### config.mk
export PLATFORM = sky130hd
export DESIGN_NAME = vec_irq_ctrl
export DESIGN_NICKNAME = d
export VERILOG_FILES = /design/src/rtl/vec_irq_ctrl.sv
export SDC_FILE = /design/constraint.sdc
export NUM_CORES = 1
export LEC_CHECK = 0
export BUFFER_PORTS_ARGS = -buffer_cell sky130_fd_sc_hd__buf_2
export CAP_MARGIN = 20
export CELL_PAD_IN_SITES_DETAIL_PLACEMENT = 0
export CELL_PAD_IN_SITES_GLOBAL_PLACEMENT = 1
export CORE_ASPECT_RATIO = 1.5
export CORE_MARGIN = 3
export CORE_UTILIZATION = 26
export CTS_CLUSTER_SIZE = 40
export DETAILED_ROUTE_END_ITERATION = 16
export PLACE_DENSITY_LB_ADDON = 0.2
export SYNTH_ARGS = -nofsm -noshare
export SYNTH_HDL_FRONTEND = slang
export SYNTH_SLANG_ARGS = --single-unit
export TNS_END_PERCENT = 100
### constraint.sdc
create_clock -name clk -period 1.3 [get_ports clk]
set_input_delay 0.13 -clock clk [delete_from_list [all_inputs] [get_ports clk]]
set_output_delay 0.13 -clock clk [all_outputs]
set_load 0.05 [all_outputs]
### src/rtl/vec_irq_ctrl.sv
module vec_irq_ctrl #(
  parameter logic [15:0] VEC_TRAP = 16'h0024,
  parameter logic [15:0] VEC_HI   = 16'h003C,
  parameter logic [15:0] VEC_MID  = 16'h0034,
  parameter logic [15:0] VEC_LO   = 16'h002C
) (
  input  logic        clk,
  input  logic        rst_n,
  input  logic        trap_req,
  input  logic        hi_req,
  input  logic        mid_req,
  input  logic        lo_req,
  input  logic        gen_req,
  input  logic        ser_in,
  input  logic        boundary,
  input  logic        en_set,
  input  logic        en_clr,
  input  logic        cfg_we,
  input  logic [7:0]  cfg_word,
  output logic [7:0]  stat_word,
  output logic        take,
  output logic        vec_valid,
  output logic [15:0] vec_addr,
  output logic        gen_ack,
  output logic        ser_out
);

  logic       ie;
  logic [2:0] msk;
  logic       hi_pend, hi_prev;
  logic       trap_prev, trap_lat;

  wire trap_ok = trap_lat & trap_req;
  wire hi_ok   = ie & hi_pend & ~msk[2];
  wire mid_ok  = ie & mid_req & ~msk[1];
  wire lo_ok   = ie & lo_req  & ~msk[0];
  wire gen_ok  = ie & gen_req;

  logic [4:0]  win;
  logic [15:0] win_vec;

  always_comb begin
    win     = 5'b0;
    win_vec = 16'h0000;
    if (trap_ok)     begin win[4] = 1'b1; win_vec = VEC_TRAP; end
    else if (hi_ok)  begin win[3] = 1'b1; win_vec = VEC_HI;   end
    else if (mid_ok) begin win[2] = 1'b1; win_vec = VEC_MID;  end
    else if (lo_ok)  begin win[1] = 1'b1; win_vec = VEC_LO;   end
    else if (gen_ok)       win[0] = 1'b1;
  end

  wire grant      = boundary & (|win);
  wire trap_grant = grant & win[4];
  wire hi_grant   = grant & win[3];
  wire mask_grant = grant & ~win[4];
  wire sw_hi_clr  = cfg_we & cfg_word[4];

  assign stat_word = {ser_in, hi_pend, mid_req, lo_req, ie, msk};

  always_ff @(posedge clk or negedge rst_n) begin
    if (!rst_n) begin
      ie        <= 1'b0;
      msk       <= 3'b111;
      hi_pend   <= 1'b0;
      hi_prev   <= 1'b0;
      trap_prev <= 1'b0;
      trap_lat  <= 1'b0;
      ser_out   <= 1'b0;
      take      <= 1'b0;
      vec_valid <= 1'b0;
      vec_addr  <= 16'h0000;
      gen_ack   <= 1'b0;
    end else begin
      trap_prev <= trap_req;
      hi_prev   <= hi_req;

      if (trap_grant || !trap_req)    trap_lat <= 1'b0;
      else if (!trap_prev)            trap_lat <= 1'b1;

      if (hi_grant || sw_hi_clr)      hi_pend <= 1'b0;
      else if (hi_req && !hi_prev)    hi_pend <= 1'b1;

      if (mask_grant || en_clr)       ie <= 1'b0;
      else if (en_set)                ie <= 1'b1;

      if (cfg_we && cfg_word[3])      msk <= cfg_word[2:0];
      if (cfg_we && cfg_word[6])      ser_out <= cfg_word[7];

      take      <= grant;
      vec_valid <= grant & ~win[0];
      gen_ack   <= grant & win[0];
      vec_addr  <= grant ? win_vec : 16'h0000;
    end
  end

  a_r1_boundary_only: assert property (@(posedge clk) disable iff (!rst_n)
    !boundary |=> !take);
  a_r2_legal_vector: assert property (@(posedge clk) disable iff (!rst_n)
    vec_valid |-> (take && (vec_addr == VEC_TRAP || vec_addr == VEC_HI ||
                            vec_addr == VEC_MID  || vec_addr == VEC_LO)));
  a_r4_hi_pend_cleared: assert property (@(posedge clk) disable iff (!rst_n)
    (vec_valid && vec_addr == VEC_HI) |-> !hi_pend);
  a_r6_mask_hold: assert property (@(posedge clk) disable iff (!rst_n)
    !(cfg_we && cfg_word[3]) |=> $stable(msk));
  a_r7_ser_hold: assert property (@(posedge clk) disable iff (!rst_n)
    !(cfg_we && cfg_word[6]) |=> $stable(ser_out));
  a_r9_auto_disable: assert property (@(posedge clk) disable iff (!rst_n)
    (gen_ack || (vec_valid && vec_addr != VEC_TRAP)) |-> !ie);
  a_r12_trap_rearm: assert property (@(posedge clk) disable iff (!rst_n)
    (vec_valid && vec_addr == VEC_TRAP) |-> !trap_lat);
  a_r13_no_vector: assert property (@(posedge clk) disable iff (!rst_n)
    gen_ack |-> (take && !vec_valid && vec_addr == 16'h0000));

endmodule

==> Word level (Yosys, flattened, before mapping) <==
Index checks and enable logic that the tools add are counted.
{ "totals": {"register_bits": 28, "word_cells": 63} }
{ "op_classes": {"mux": 20, "n_reduce_logical": 11, "eq_ne": 1, "n_bitwise": 20} }
{ "op_table": {"columns": ["cell", "count"], "rows": [
  ["6-bit 2-to-1 mux", 4],
  ["16-bit 2-to-1 mux", 1],
  ["1-bit bitwise AND", 15],
  ["1-bit 2-to-1 mux", 12],
  ["1-bit inverter", 5],
  ["5-bit OR reduction", 1],
  ["4-bit 2-to-1 mux", 1],
  ["2-bit nonzero test", 2],
  ["1-bit logical AND", 3],
  ["1-bit logical OR", 3],
  ["3-bit 2-to-1 mux", 1],
  ["1-bit zero test", 2],
  ["2-bit 2-to-1 mux", 1],
  ["2-bit by 1-bit != test with 1-bit output (second input constant)", 1]
]} }

==> Depth between registers and ports, before layout <==
{ "depth": {"ltp_word": 11, "mapped_depth": 3, "depth_no_buf": 3} }

==> Worst setup path after synthesis <==
No wires, ideal clock.
{ "synth_path": {"path_type": "register to register", "startpoint": "register msk[2]", "endpoint": "register take", "path_slack_ps": -336, "arrival_time_ps": 1516, "setup_ps": 120, "stages_incl_launch_ff": 4, "path_buffers": 0, "synth_period_minus_slack_ps": 1636, "path_cell_list": "dfstp_2 nor2b_4 or4_4 a31o_1"} }
{ "synth_via": {"elab_chain_len": 6, "elab_cells_between_ends": 7, "cone_classes": "mux (3); bitwise (3); reduce/logical (1)"} }
{ "synth_rtl": {"columns": ["element", "line", "source"], "rows": [
  ["start: declaration", "29", "logic [2:0] msk;"],
  ["start signal: assignment", "86", "if (cfg_we && cfg_word[3]) msk <= cfg_word[2:0];"],
  ["1-bit inverter (*)", "34", "wire hi_ok = ie & hi_pend & ~msk[2];"],
  ["1-bit bitwise AND (*)", "34", null],
  ["3-bit 2-to-1 mux or 1-bit 2-to-1 mux (tied branches)", "46", "else if (hi_ok) begin win[3] = 1'b1; win_vec = VEC_HI; end"],
  ["4-bit 2-to-1 mux (*)", "45", "if (trap_ok) begin win[4] = 1'b1; win_vec = VEC_TRAP; end"],
  ["5-bit OR reduction (*)", "52", "wire grant = boundary & (|win);"],
  ["1-bit bitwise AND (*)", "52", null],
  ["net grant", "52", null],
  ["end signal: assignment", "89", "take <= grant;"],
  ["end: declaration", "21", "output logic take,"]
]} }
Mark *: on every way through the listed nets, which the timed path passes. The rest lies on a longest branch.
A chain may end at the register's enable or synchronous reset.

==> Final worst setup path <==
Same ends and word-level chain as after synthesis.

==> flow_metrics.tcl <==
set metrics [dict create \
    run_status "complete, but fails checks" \
    violations "negative setup slack" \
    ant_nets 0 \
    final_cell_mix "30 x buf_2, 12 x conb_1, 12 x dfrtp_1" \
    avgSynthCellArea_um2 11.8 \
    port_buffers 32 \
    netlist_instances 62 \
    cts_tree "yes" \
    clock_latency_ps 250 \
    insertedDiodeCount 0 \
    powerDensity_mw_per_mm2 1390 \
    crit_path_end_kind "register" \
    syn2layout_area_growth_pct 34.0 \
    place_hpwl_um 1230 \
    placed_area_um2 898 \
    yosys_warnings 0 \
    cts.path.max_buffers 2 \
    hold_ws_ps 30.0 \
    grt_pass1_vias 553 \
    vias_per_cell 3.91 \
    dieArea_mm2 0.00351 \
    io_pins 48 \
    synth_seq_area_share 0.517 \
    start_util 0.274 \
    crit_fanout 2 \
    hold_violations 0 \
    maxCapViolations 0 \
    gp_congestion 0.750 \
    rsz0062_at_grt "yes" \
    drtIter0Drc 3 \
    critPathArrivalTime_ps 1570 \
    htreeDepth 1 \
    met1_length_um 495 \
    synth.top_cell.area_share 0.410 \
    crit_type "register to register" \
    total_power_mw 1.37 \
    synth_area_leaders "dfrtp_1 41%, buf_4 18%, dfstp_2 11%, mux2_2 6.1%, and3_1 2.6%" \
    top_layer_used "met4" \
    finalNonFillerCells 137 \
    drc 0 \
    fin_crit_ps 1440 \
    holdPathStages 1 \
    die_w_um 49.4 \
    synth_cell_types 21 \
    synth_area_um2 733 \
    crit_required_ps 1440 \
    setup_viol 2 \
    finClkSkew_ps 1.65 \
    postLayoutCellArea_um2 982 \
    synthAdderAreaFrac 0 \
    grt_pass1_wl_um 2510 \
    wl_met2_um 810 \
    ys_seq_elements 15 \
    synthSimpleGateAreaFrac 0.114 \
    rows 23 \
    hold_class "input port to register" \
    critPathLaunchType "register" \
    power.leakage_nw 0.519 \
    place_ws_ps -145 \
    die_h_um 71.0 \
    grt_usage 0.0953 \
    grt_max_degree 16 \
    maxSlewViolCount 0 \
    synth_compound_area_frac 0.0990 \
    clk_pin_slew_worst_paths_ps 60 \
    drtPass1Iterations 2 \
    synth-xor-area-share 0 \
    muxShareOfSynthArea 0.0751 \
    reg2reg_slack_ps -140 \
    cts_setup_buffers 0 \
    drt-total-wl_um 1470 \
    finalSetupTns_ps -200 \
    layout-drive-gt1-share 0.530 \
    core_area_mm2 0.00268 \
    finalWorstSetupSlack_ps -137 \
    cts_buffers 3 \
    postLayoutCoreUtil 0.367 \
    fill_cells 284 \
    cts_root_buffer "clkbuf_8" \
    dp.cells 131 \
    ff2ff_path_depth 3 \
    numClockSinks 15 \
    fmax_ghz 0.696 \
    grt.overflow.total 0 \
    peakVddDrop_uv 552 \
    finalCritPeriodShare 1.11 \
    wl_met3_um 127 \
    vias 535 \
    synth_top_area_cell "dfrtp_1" \
    layout.cells.most_common "buf_2" \
    antenna_found_initial 0 \
    wire_per_inst_um 10.7 \
    synth_top_family_by_area "buffers and inverters" \
    fin_nets 121 \
]
## critical path: stages, from the launching register on
cell and delay, ps:
dfstp_2 550, nor2b_4 40, or4_4 520, a31o_1 220
## cells in the mapped netlist
cell / n
inv_1: 1
o31ai_1: 1
and2_1: 1
mux2_2: 4
a221oi_1: 1
or4_4: 1
and3_1: 3
nand2_1: 3
nor2_1: 1
a31o_1: 1
nor2b_1: 3
a21boi_0: 2
conb_1: 1
mux2i_1: 1
nor2b_4: 1
o21a_1: 2
a211oi_2: 1
buf_4: 18
dfstp_2: 3
dfrtp_1: 12
a21oi_1: 1
## report_power, final
| group | internal [mW] | switching [mW] |
|---|---|---|
| logic | 0.139 | 0.315 |
| registers | 0.519 | 0.0227 |
| clock network | 0.217 | 0.157 |
| total | 0.875 | 0.494 |
## per-layer routing
layer	up-vias	global-route usage
li1	255	-
met1	248	0.0975
met2	26	0.163
met3	6	0.0295
met4	0	0.0665
met5	-	0
## state kept, by name (all words and copies together), names as in the netlist
register and count:
gen_ack 1, vec_valid 1, vec_addr 3, ie 1, msk 3, trap_lat 1
trap_prev 1, take 1, hi_pend 1, ser_out 1, hi_prev 1
## final cells by class
type                       count  area [µm²]  share of cell area
clock buffer                   4        45.0              0.0459
inverter                       1        3.75             0.00382
multi-input combinational     39         270               0.275
sequential                    15         379               0.386
tap                           37        46.3              0.0471
timing repair buffer          41         238               0.242
## repair_timing
action                                  in CTS  in global routing
endpoints found under the setup margin       5                  6
hold buffers                                 2                  0
pin swaps                                    1                  1
resized for setup                            1                  4
endpoints found under the hold margin       13                  0
## final timing paths
check,from,to
max,msk[2],take
min,trap_req,trap_prev
max reg2reg,msk[2],take
min reg2reg,ser_out,ser_out
max in group asynchronous,rst_n,msk[0]
min in group asynchronous,rst_n,trap_lat
## kinds of logic (layout without fill, tap and decap cells)
| kind of cell | Yosys count | count (layout) |
|---|---|---|
| buf+inv | 19 | 46 |
| flops | 15 | 15 |
| other cells | 1 | 12 |
| mux | 5 | 5 |
| simple gates | 13 | 13 |
| compound gates | 9 | 9 |
(Power assumes the default switching activity.)
